## config.mk

```make
export PLATFORM = sky130hd
export DESIGN_NAME = pi_voltage_reg
export DESIGN_NICKNAME = d
export VERILOG_FILES = /design/src/rtl/pi_reg_pkg.sv /design/src/rtl/pi_err_stage.sv /design/src/rtl/pi_integrator.sv /design/src/rtl/pi_output_stage.sv /design/src/rtl/pi_voltage_reg.sv
export SDC_FILE = /design/constraint.sdc
export NUM_CORES = 1
export LEC_CHECK = 0
export BUFFER_PORTS_ARGS = -buffer_cell sky130_fd_sc_hd__buf_2
export CAP_MARGIN = 20
export CORE_MARGIN = 4
export CORE_UTILIZATION = 61
export DETAILED_ROUTE_END_ITERATION = 6
export PLACE_DENSITY = 0.79
export SYNTH_ARGS = -nofsm -noshare
export SYNTH_HDL_FRONTEND = slang
export SYNTH_HIERARCHICAL = 1
export SYNTH_SLANG_ARGS = --single-unit
```

## constraint.sdc

```tcl
create_clock -name clk -period 5.59 [get_ports clk]
set_clock_uncertainty 0.05 [all_clocks]
set_input_delay 0.2795 -clock clk [delete_from_list [all_inputs] [get_ports clk]]
set_output_delay 0.2795 -clock clk [all_outputs]
set_load 0.1 [all_outputs]
```

## src/rtl/pi_reg_pkg.sv

```systemverilog
package pi_reg_pkg;
  localparam int SMP_W_D   = 8;
  localparam int ACC_W_D   = 24;
  localparam int FRAC_W_D  = 12;
  localparam int KP_D      = 10;
  localparam int INT_LIM_D = 255;
  localparam int OUT_W_D   = 8;
endpackage

```

## src/rtl/pi_err_stage.sv

```systemverilog
module pi_err_stage #(
  parameter int SMP_W = 8,
  localparam int ERR_W = SMP_W + 1
) (
  input  logic                    clk,
  input  logic                    rst_n,
  input  logic                    samp_vld,
  input  logic [SMP_W-1:0]        ref_smp,
  input  logic [SMP_W-1:0]        meas_smp,
  output logic signed [ERR_W-1:0] err_q,
  output logic                    err_vld
);
  function automatic logic signed [ERR_W-1:0] diff_of(input logic [SMP_W-1:0] r,
                                                      input logic [SMP_W-1:0] m);
    return $signed({1'b0, r}) - $signed({1'b0, m});
  endfunction

  always_ff @(posedge clk) begin
    if (!rst_n) begin
      err_q   <= '0;
      err_vld <= 1'b0;
    end else begin
      err_vld <= samp_vld;
      if (samp_vld) err_q <= diff_of(ref_smp, meas_smp);
    end
  end

  AST_ERR_HELD: assert property (@(posedge clk) disable iff (!rst_n)
    !samp_vld |=> $stable(err_q));
endmodule

```

## src/rtl/pi_integrator.sv

```systemverilog
module pi_integrator #(
  parameter int ERR_W   = 9,
  parameter int ACC_W   = 24,
  parameter int FRAC_W  = 12,
  parameter int INT_LIM = 255
) (
  input  logic                    clk,
  input  logic                    rst_n,
  input  logic                    upd,
  input  logic signed [ERR_W-1:0] err_in,
  output logic signed [ACC_W-1:0] acc_q,
  output logic signed [ERR_W-1:0] err_d,
  output logic                    acc_vld
);
  localparam logic signed [ACC_W:0] LIM  = (ACC_W+1)'(INT_LIM) <<< FRAC_W;
  localparam logic signed [ACC_W:0] NLIM = -LIM;

  logic signed [ERR_W-1:0] e_prev;
  logic signed [ERR_W:0]   step;
  logic signed [ACC_W:0]   acc_raw;
  logic                    clamp_hi, clamp_lo;
  logic signed [ACC_W-1:0] acc_nxt;

  function automatic logic signed [ERR_W:0] trap_sum(input logic signed [ERR_W-1:0] a,
                                                     input logic signed [ERR_W-1:0] b);
    return (ERR_W+1)'(a) + (ERR_W+1)'(b);
  endfunction

  always_comb begin
    step     = trap_sum(err_in, e_prev);
    acc_raw  = (ACC_W+1)'(acc_q) + (ACC_W+1)'(step);
    clamp_hi = acc_raw > LIM;
    clamp_lo = acc_raw < NLIM;
    if (clamp_hi)      acc_nxt = LIM[ACC_W-1:0];
    else if (clamp_lo) acc_nxt = NLIM[ACC_W-1:0];
    else               acc_nxt = acc_raw[ACC_W-1:0];
  end

  always_ff @(posedge clk) begin
    if (!rst_n) begin
      acc_q   <= '0;
      e_prev  <= '0;
      err_d   <= '0;
      acc_vld <= 1'b0;
    end else begin
      acc_vld <= upd;
      if (upd) begin
        acc_q  <= acc_nxt;
        e_prev <= err_in;
        err_d  <= err_in;
      end
    end
  end

  AST_ACC_BOUND: assert property (@(posedge clk) disable iff (!rst_n)
    ((ACC_W+1)'(acc_q) <= LIM) && ((ACC_W+1)'(acc_q) >= NLIM));
  AST_ACC_FROZEN: assert property (@(posedge clk) disable iff (!rst_n)
    !upd |=> $stable(acc_q) && $stable(e_prev));
  AST_CLAMP_HI_HOLD: assert property (@(posedge clk) disable iff (!rst_n)
    (upd && clamp_hi) |=> ((ACC_W+1)'(acc_q) == LIM));
  AST_CLAMP_LO_HOLD: assert property (@(posedge clk) disable iff (!rst_n)
    (upd && clamp_lo) |=> ((ACC_W+1)'(acc_q) == NLIM));
endmodule

```

## src/rtl/pi_output_stage.sv

```systemverilog
module pi_output_stage #(
  parameter int ERR_W  = 9,
  parameter int ACC_W  = 24,
  parameter int FRAC_W = 12,
  parameter int KP     = 10,
  parameter int OUT_W  = 8,
  localparam int P_W   = ERR_W + $clog2(KP + 1),
  localparam int I_W   = ACC_W - FRAC_W,
  localparam int SUM_W = ((P_W > I_W) ? P_W : I_W) + 2
) (
  input  logic                    clk,
  input  logic                    rst_n,
  input  logic                    in_vld,
  input  logic signed [ERR_W-1:0] err_in,
  input  logic signed [ACC_W-1:0] acc_in,
  output logic [OUT_W-1:0]        ctl_out,
  output logic                    ctl_vld
);
  localparam logic signed [SUM_W-1:0] KP_S    = SUM_W'(KP);
  localparam logic signed [SUM_W-1:0] OUT_MAX = SUM_W'((1 << OUT_W) - 1);

  logic signed [SUM_W-1:0] p_term, i_term, total;
  logic [OUT_W-1:0]        sat_val;

  function automatic logic [OUT_W-1:0] sat_range(input logic signed [SUM_W-1:0] s);
    if (s < 0)            return '0;
    else if (s > OUT_MAX) return OUT_MAX[OUT_W-1:0];
    else                  return s[OUT_W-1:0];
  endfunction

  always_comb begin
    p_term  = SUM_W'(err_in) * KP_S;
    i_term  = SUM_W'($signed(acc_in[ACC_W-1:FRAC_W]));
    total   = p_term + i_term;
    sat_val = sat_range(total);
  end

  always_ff @(posedge clk) begin
    if (!rst_n) begin
      ctl_out <= '0;
      ctl_vld <= 1'b0;
    end else begin
      ctl_vld <= in_vld;
      if (in_vld) ctl_out <= sat_val;
    end
  end

  AST_OUT_HOLD: assert property (@(posedge clk) disable iff (!rst_n)
    !ctl_vld |-> $stable(ctl_out));
  AST_OUT_RAIL_HI: assert property (@(posedge clk) disable iff (!rst_n)
    (in_vld && total > OUT_MAX) |=> (ctl_out == OUT_MAX[OUT_W-1:0]));
  AST_OUT_RAIL_LO: assert property (@(posedge clk) disable iff (!rst_n)
    (in_vld && total < 0) |=> (ctl_out == '0));
endmodule

```

## src/rtl/pi_voltage_reg.sv

```systemverilog
module pi_voltage_reg
  import pi_reg_pkg::*;
#(
  parameter int SMP_W   = SMP_W_D,
  parameter int ACC_W   = ACC_W_D,
  parameter int FRAC_W  = FRAC_W_D,
  parameter int KP      = KP_D,
  parameter int INT_LIM = INT_LIM_D,
  parameter int OUT_W   = OUT_W_D,
  localparam int ERR_W  = SMP_W + 1
) (
  input  logic             clk,
  input  logic             rst_n,
  input  logic             samp_vld,
  input  logic [SMP_W-1:0] ref_smp,
  input  logic [SMP_W-1:0] meas_smp,
  output logic [OUT_W-1:0] ctl_out,
  output logic             ctl_vld
);
  logic signed [ERR_W-1:0] err_s1, err_s2;
  logic signed [ACC_W-1:0] acc_s2;
  logic                    vld_s1, vld_s2;

  pi_err_stage #(.SMP_W(SMP_W)) u_err (
    .clk(clk), .rst_n(rst_n), .samp_vld(samp_vld),
    .ref_smp(ref_smp), .meas_smp(meas_smp),
    .err_q(err_s1), .err_vld(vld_s1));

  pi_integrator #(.ERR_W(ERR_W), .ACC_W(ACC_W), .FRAC_W(FRAC_W), .INT_LIM(INT_LIM)) u_int (
    .clk(clk), .rst_n(rst_n), .upd(vld_s1), .err_in(err_s1),
    .acc_q(acc_s2), .err_d(err_s2), .acc_vld(vld_s2));

  pi_output_stage #(.ERR_W(ERR_W), .ACC_W(ACC_W), .FRAC_W(FRAC_W), .KP(KP), .OUT_W(OUT_W)) u_out (
    .clk(clk), .rst_n(rst_n), .in_vld(vld_s2), .err_in(err_s2), .acc_in(acc_s2),
    .ctl_out(ctl_out), .ctl_vld(ctl_vld));

  AST_VLD_LATENCY: assert property (@(posedge clk) disable iff (!rst_n)
    samp_vld |=> ##2 ctl_vld);
  AST_VLD_ORIGIN: assert property (@(posedge clk) disable iff (!rst_n)
    ctl_vld |-> $past(samp_vld, 3));
  AST_RESET_QUIET: assert property (@(posedge clk)
    !rst_n |=> (ctl_out == '0) && !ctl_vld);
endmodule

```

==> results.md, run 1 <==
* Core Area at 8678 um2
* Most common cell in the synthesized netlist: ha_1
* Tot Pwr at between 1 and 1.5 mW
* Top routing layer in use: met4
* Die ar. at 10410 um2
* Max-slew violations at 0
* Post-Layout Inst Area at approximately 5700 um2
* Initial drt markers at ~240
* I/O Pins at 28
* Syn Area/Cell at ~9.0 um2
* Dominant cell type by area after synthesis: dfxtp_1
* Crit. End Element: flip-flop
* Post-Syn Area at roughly 5400 um2
* Yosys warning count at 6
* Clock tree buffer depth at 2
* Switch share at 0.4072
* FF-to-FF path depth at 16
* Slew margin rel. at 0.3949
* Area growth syn-to-layout at 5.406%
* Die height at 102.0 um
* Slew @ Worst Pin at about 0.91 ns
* Clock slew at reported path FFs at roughly 0.10 ns
* Global-route wire length before repair at just over 20 mm
* Antenna cells at 0
* Startpoint Class: flip-flop
* Hold_sp: samp_vld
* Part of the cycle the worst path needs at 0.8256
* Met2 routed WL at approximately 6 mm
* Worst-path fanout max at 8
* Max-cap violations at 0
* Async S/R FF share, synth at 0
* Cell Pwr Density at about 200 nW/um2
* RR Startpoint: u_int/e_prev[1]$_SDFFE_PN0P_
* Mapped Cells at ~600
* Number of global-route vias before repair at around 4500
* Pin count of the biggest net entering global routing at 35
* End of the worst hold path: u_err/err_q[8]$_SDFFE_PN0P_
* Req. time, crit path at about 5.7 ns
* Total global routing overflow at 0
* Layout net count at approximately 720
* Total Negative Setup Slacks at 0 ns
* Status: finished, final reports clean
* Worst vdd ir at 0.1451 mV
* Initial antenna violation count at 0
* Synth top cells by count: ha_1, nand2_1, dfxtp_1
* Synth area leaders: dfxtp_1, ha_1, fa_1
* Leak Pwr at between 2 and 3 nW
* Final min period at 4.615 ns
* Dpl hpwl at roughly 9.8 mm
* Layout cell share with drive strength beyond 1 at 0.1317
* Dpl cell area at 5585 um2
* H-tree Lvls at 2
* RSZ-0062 raised after global routing: no
* Cts hold-fix bufs at 0
* Flop2flop setup slack at just under 1 ns
* Hold Fails Final Rpt at 0
* All-layer global routing usage at 0.2445
* WL met1 at approximately 5.3 mm
* # DRC at 0
* CTS root buffer: clkbuf_8
* Post-synth EDFFs at 0
* WHS Path Cells at 3
* Sequential fraction of the synthesis area at 0.1968
* Highest clock rate at ~220 MHz
* Vias per cell at roughly 6.3
* Clock sink count at 53
* DR WL/cell at about 17 um
* Remaining antenna violation count at 0
* Vias at around 4600
* Clock share of power at 0.203
* Seq pwr share at 0.377
* Fillcell total at about 730
* Routed wl met3 at approximately 550 um
* TritonRoute pass-1 iters at 5
* IO Port Bufs at 27
* Arr. time, crit path at about 4.7 ns
* Cell internal pwr at around 0.68 mW
* # setup viols final at 0
* CTS tree: built
* Switch Pwr at 0.4672 mW
* Seq cells post-synth at 53
* HP Class: in2reg
* Share of Yosys cell area claimed by the top area cell type at 0.1968
* Post-CTS sizing at 0
* Net Count, Synth at 705
* Total Wirelength at between 10 and 15 mm
* Clock Latency Late Sink at 0.30 ns
* Post-CTS Setup Inserts at 0
* Dpl cells at a little over 700
* Total CTS buffers at 5
* Top_reg_cell synth: dfxtp_1
* Initial core utilization at 0.6214
* Pre-CTS worst setup slack at approximately 1.0 ns
* Layout Cells excl Fill at between 700 and 800
* R2R Path End: u_out/ctl_out[6]$_SDFFE_PN0P_
* Library cells used by synthesis at a little under 80
* FP Rows at 34
* Setup ws final at between 0.9 and 1 ns
* GP Congestion at about 0.95
* Crit path launch: u_int/e_prev[1]$_SDFFE_PN0P_
* Die X at between 100 and 150 um
* Comb pwr share at 0.420
* WS Path Type: reg2reg
-- area by class of cell --
class	instances	area, um2	area share
Clock buffer	6	82.58	0.01453
Clock inverter	2	16.27	0.002862
Inverter	28	105.1	0.01849
Multi-Input combinational cell	496	4126	0.7260
Sequential cell	53	1061	0.1867
Tap cell	108	135.1	0.02377
Timing Repair Buffer	30	157.7	0.02773
-- metrics by stage --
step	hold slack [ns]	utilization
final	0.2912	0.6550
after global routing	0.2989	0.6550
after CTS	0.2835	0.6550
after detailed placement	0.4155	0.6436
after global placement	0.4055	0.6436
after floorplan	0.3967	-
-- cell families after synthesis --
logic type	count (synthesis)	share of synthesized area
adders and majority gates	88	0.2432
AOI/OAI and AO/OA	190	0.2712
muxes	17	0.03411
and+or+nand+nor	168	0.1617
xor gates and xnor gates	33	0.05499
buffers and inverters	49	0.03805
DFF	53	0.1968
-- sequential cells by signal, summed over array words and instances, names as in the netlist --
name           count
u_err/err_q        9
u_err/err_vld      1
u_int/acc_q       24
u_int/acc_vld      1
u_int/e_prev       9
u_out/ctl_out      8
u_out/ctl_vld      1
-- placed cells by master, fill, tap and decap left out, drive strengths merged, types with 6 or more instances in the layout --
cell	instances
and4	6
nor3	6
mux2i	16
a211oi	6
a21o	12
o21ai	37
fa	28
nand2	55
nor2	31
ha	60
xor2	15
o31ai	10
a311oi	10
inv	28
nor2b	18
nand3	13
o21a	11
xnor2	18
o211ai	9
buf	30
dfxtp	53
a21oi	50
clkbuf	6
and3	7
-- critical path, stage by stage (launching register included) --
cell and delay (ns):
dfxtp_1 0.47, ha_1 0.29, ha_1 0.24, fa_1 0.41
a21o_1 0.17, a21oi_1 0.21, o21bai_1 0.09, a21oi_1 0.22
nor2b_1 0.07, o21ai_0 0.22, xnor2_1 0.10, ha_1 0.38
and3_1 0.24, a31oi_1 0.14, or3_4 0.36, a2111oi_4 0.57
a311oi_1 0.20
-- worst max-delay path by stage --
| stage | endpoint | slack [ns] |
|---|---|---|
| floorplan | u_out/ctl_out[3]$_SDFFE_PN0P_ | 1.49 |
| global placement | u_out/ctl_out[6]$_SDFFE_PN0P_ | 1.21 |
| detailed placement | u_out/ctl_out[6]$_SDFFE_PN0P_ | 1.04 |
| CTS | u_out/ctl_out[6]$_SDFFE_PN0P_ | 0.99 |
| global route | u_out/ctl_out[6]$_SDFFE_PN0P_ | 0.70 |
| finish | u_out/ctl_out[6]$_SDFFE_PN0P_ | 0.97 |
-- per-layer routing --
metal	global-route usage	vias to the layer above
li1	-	2245
met1	0.3140	2175
met2	0.4288	136
met3	0.03618	21
met4	0.06660	0
met5	0	-
-- power groups by stage --
stage / Sequential, mW / Clock [mW] / Combinational (mW)
final: 0.433 / 0.233 / 0.481
after global routing: 0.438 / 0.252 / 0.528
after CTS: 0.434 / 0.239 / 0.476
after detailed placement: 0.442 / 0 / 0.473
after global placement: 0.441 / 0 / 0.459
after floorplan: 0.463 / 0 / 0.351
Note: power is estimated with default switching activity, not from simulation.
==> run 2: changes to the inputs <==
clock period = 4.4 ns   (was 5.59 ns; I/O delays follow)
==> run 2 against run 1 <==
Utilization up 1.3 points. Fmax up 9.2%. Total power up 30%. First-iteration DRC count down 6.4%. Sequential share of layout area down 0.27 points. Worst hold slack worse by 0.082 ns. Design area up 1.9%. Critical path depth up 3. Combinational power up 35%. Non-clock buffer count up 10. Clock power up 29%.
==> results.md, run 2 (synthesis gave the netlist of run 1 again) <==
* Status: finished, final reports clean (unchanged)
* Req. time, crit path at 4.53 ns (was 5.69 ns)
* Clock sink count at 53 (unchanged)
* TritonRoute pass-1 iters at 4 (was 5)
* WS Path Type: reg2reg (unchanged)
* Clock Latency Late Sink at 0.32 ns (was 0.30 ns)
* Die height at 102.0 um (unchanged)
* All-layer global routing usage at 0.2454 (was 0.2445)
* WHS Path Cells at 3 (unchanged)
* Part of the cycle the worst path needs at 0.9604 (was 0.8256)
* Max-cap violations at 0 (unchanged)
* Commonest non-fill, non-tap cell in the layout: ha_1 (unchanged)
* Crit. End Element: flip-flop (unchanged)
* IO Port Bufs at 27 (unchanged)
* Most frequent cells in the layout: ha_1, nand2_1, dfxtp_1 (unchanged)
* CTS tree: built (unchanged)
* Critical path's slowest cell: fa_1 (was a2111oi_4)
* Cts hold-fix bufs at 0 (unchanged)
* Cell Pwr Density at 258.0 nW/um2 (was 201.8 nW/um2)
* Top delay family on crit path: compound AO/OA/AOI/OAI gates (unchanged)
* HP Class: in2reg (unchanged)
* H-tree Lvls at 2 (unchanged)
* Die X at 102.0 um (unchanged)
* Remaining antenna violation count at 0 (unchanged)
* Slew margin rel. at 0.4169 (was 0.3949)
* Arr. time, crit path at 4.36 ns (was 4.72 ns)
* FP Rows at 34 (unchanged)
* Core Area at 8678 um2 (unchanged)
* Buf/Inv on CP at 2 (was 0)
* Number of global-route vias before repair at 4542 (was 4522)
* Critical-path cell list: ha_1 -> ha_1 -> fa_1 -> a21o_1 -> a21oi_2 -> o21bai_1 -> a21oi_2 -> nor2b_1 -> o21ai_1 -> xnor2_1 -> ha_1 -> buf_4 -> a21oi_1 -> o21ai_1 -> a31oi_1 -> o211ai_2 -> a2111oi_4 -> buf_4 -> a311oi_1 (was ha_1 -> ha_1 -> fa_1 -> a21o_1 -> a21oi_1 -> o21bai_1 -> a21oi_1 -> nor2b_1 -> o21ai_0 -> xnor2_1 -> ha_1 -> and3_1 -> a31oi_1 -> or3_4 -> a2111oi_4 -> a311oi_1)
* Fillcell total at 713 (was 726)
* Layout net count at 731 (was 721)
* Pin count of the biggest net entering global routing at 35 (unchanged)
* Initial drt markers at 220 (was 235)
* Clock slew at reported path FFs at 0.11 ns (was 0.10 ns)
* Crit path launch: u_int/e_prev[3]$_SDFFE_PN0P_ (was u_int/e_prev[1]$_SDFFE_PN0P_)
* Vias at 4599 (was 4577)
* Max-slew violations at 0 (unchanged)
* Top cell by count, worst path: ha_1 (unchanged)
* Clock tree buffer depth at 2 (unchanged)
* Worst Hold Margin at 0.2096 ns (was 0.2912 ns)
* Max reg flops at 24 (unchanged)
* Final min period at 4.226 ns (was 4.615 ns)
* Antenna cells at 0 (unchanged)
* Top reg by flops: u_int/acc_q (unchanged)
* Total Wirelength at 12.56 mm (was 12.22 mm)
* Vias per cell at 6.274 (was 6.331)
* Hold_sp: samp_vld (unchanged)
* R2R Path End: u_out/ctl_out[3]$_SDFFE_PN0P_ (was u_out/ctl_out[6]$_SDFFE_PN0P_)
* End of the worst hold path: u_err/err_q[8]$_SDFFE_PN0P_ (unchanged)
* # DRC at 0 (unchanged)
* Initial antenna violation count at 0 (unchanged)
* I/O Pins at 28 (unchanged)
* Initial core utilization at 0.6214 (unchanged)
* Dpl hpwl at 10.02 mm (was 9.825 mm)
* CTS root buffer: clkbuf_8 (unchanged)
* GP Congestion at 0.9155 (was 0.9548)
* Layout cell share with drive strength beyond 1 at 0.1584 (was 0.1317)
* Flop2flop setup slack at 0.17 ns (was 0.97 ns)
* Total CTS buffers at 5 (unchanged)
* Core Util, Final at 0.6677 (was 0.6550)
* Startpoint Class: flip-flop (unchanged)
* Largest regs: u_int/acc_q x24, u_err/err_q x9, u_int/e_prev x9 (unchanged)
* Max incr delay on CP at 0.40 ns (was 0.57 ns)
* Area growth syn-to-layout at 7.448% (was 5.406%)
* Post-Layout Inst Area at 5794 um2 (was 5684 um2)
* Hold Fails Final Rpt at 0 (unchanged)
* FF-to-FF path depth at 19 (was 16)
* Highest clock rate at 236.7 MHz (was 216.7 MHz)
* Worst vdd ir at 0.1405 mV (was 0.1451 mV)
* Total global routing overflow at 0 (unchanged)
* RR Startpoint: u_int/e_prev[3]$_SDFFE_PN0P_ (was u_int/e_prev[1]$_SDFFE_PN0P_)
* # setup viols final at 0 (unchanged)
* Dpl cell area at 5643 um2 (was 5585 um2)
* Slew @ Worst Pin at 0.8729 ns (was 0.9058 ns)
* Global-route wire length before repair at 20.79 mm (was 20.76 mm)
* Leak Pwr at 2.629 nW (was 2.569 nW)
* Worst-path fanout max at 7 (was 8)
* DR WL/cell at 17.14 um (was 16.90 um)
* Die ar. at 10410 um2 (unchanged)
-- run 2: cell types whose count changed in the layout (fill, tap and decap cells not counted), moves of 2 or more --
| cell | delta |
|---|---|
| a21oi_2 | +3 |
| o21ai_1 | +3 |
| a21oi_1 | -3 |
| clkinv_4 | +2 |
| o21ai_0 | -3 |
| buf_4 | +9 |
| dfxtp_1 | -4 |
| dfxtp_2 | +4 |
-- run 2: worst max path at each step --
stage,slack (ns),cells past startpoint,endpoint
floorplan,0.30,16,u_out/ctl_out[3]$_SDFFE_PN0P_
global placement,0.15,16,u_out/ctl_out[6]$_SDFFE_PN0P_
detailed placement,-0.04,16,u_out/ctl_out[6]$_SDFFE_PN0P_
CTS,0.03,17,u_out/ctl_out[3]$_SDFFE_PN0P_
global route,-0.07,16,u_out/ctl_out[5]$_SDFFE_PN0P_
finish,0.17,19,u_out/ctl_out[3]$_SDFFE_PN0P_
-- run 2: worst min-delay path: stages --
cell	delay, ns
buf_2	0.18
nand3_1	0.09
a21boi_1	0.06
-- run 2: cell type report --
type,instances,area (um2),share of cell area
Timing Repair Buffer,40,245.2,0.04232
Inverter,28,105.1,0.01814
Clock buffer,5,68.82,0.01188
Multi-Input combinational cell,496,4140,0.7145
Sequential cell,53,1066,0.1840
Clock inverter,3,33.78,0.005830
Tap cell,108,135.1,0.02332
-- run 2: timing repair --
| item | in CTS | in global routing |
|---|---|---|
| endpoints found under the setup margin | 7 | 26 |
| pin swaps | 1 | 3 |
| resized for setup | 2 | 9 |
| buffers inserted | 1 | 3 |
-- run 2: report_power, final --
part	leakage [nW]	internal [mW]	switching, mW
combinational	2.14	0.249	0.399
sequential	0.435	0.510	0.0384
clock	0.0511	0.119	0.181
-- run 2: metrics by stage --
| stage | power (mW) | cells | worst slack, ns | setup TNS (ns) |
|---|---|---|---|---|
| after CTS | 1.486 | 730 | 0.03095 | 0 |
| after global placement | 1.164 | 721 | 0.1452 | 0 |
| after detailed placement | 1.183 | 721 | -0.04270 | -0.09637 |
| final | 1.495 | 733 | 0.1744 | 0 |
| after global routing | 1.587 | 733 | -0.06638 | -0.2203 |
| after floorplan | 1.035 | 598 | 0.2966 | 0 |
-- run 2: routing by layer --
| layer | vias to the layer above | share of wire | track usage |
|---|---|---|---|
| li1 | 2262 | - | - |
| met1 | 2209 | 0.44 | 0.3168 |
| met2 | 109 | 0.51 | 0.4368 |
| met3 | 19 | 0.038 | 0.03003 |
| met4 | 0 | 0.016 | 0.06054 |
| met5 | - | 0 | 0 |
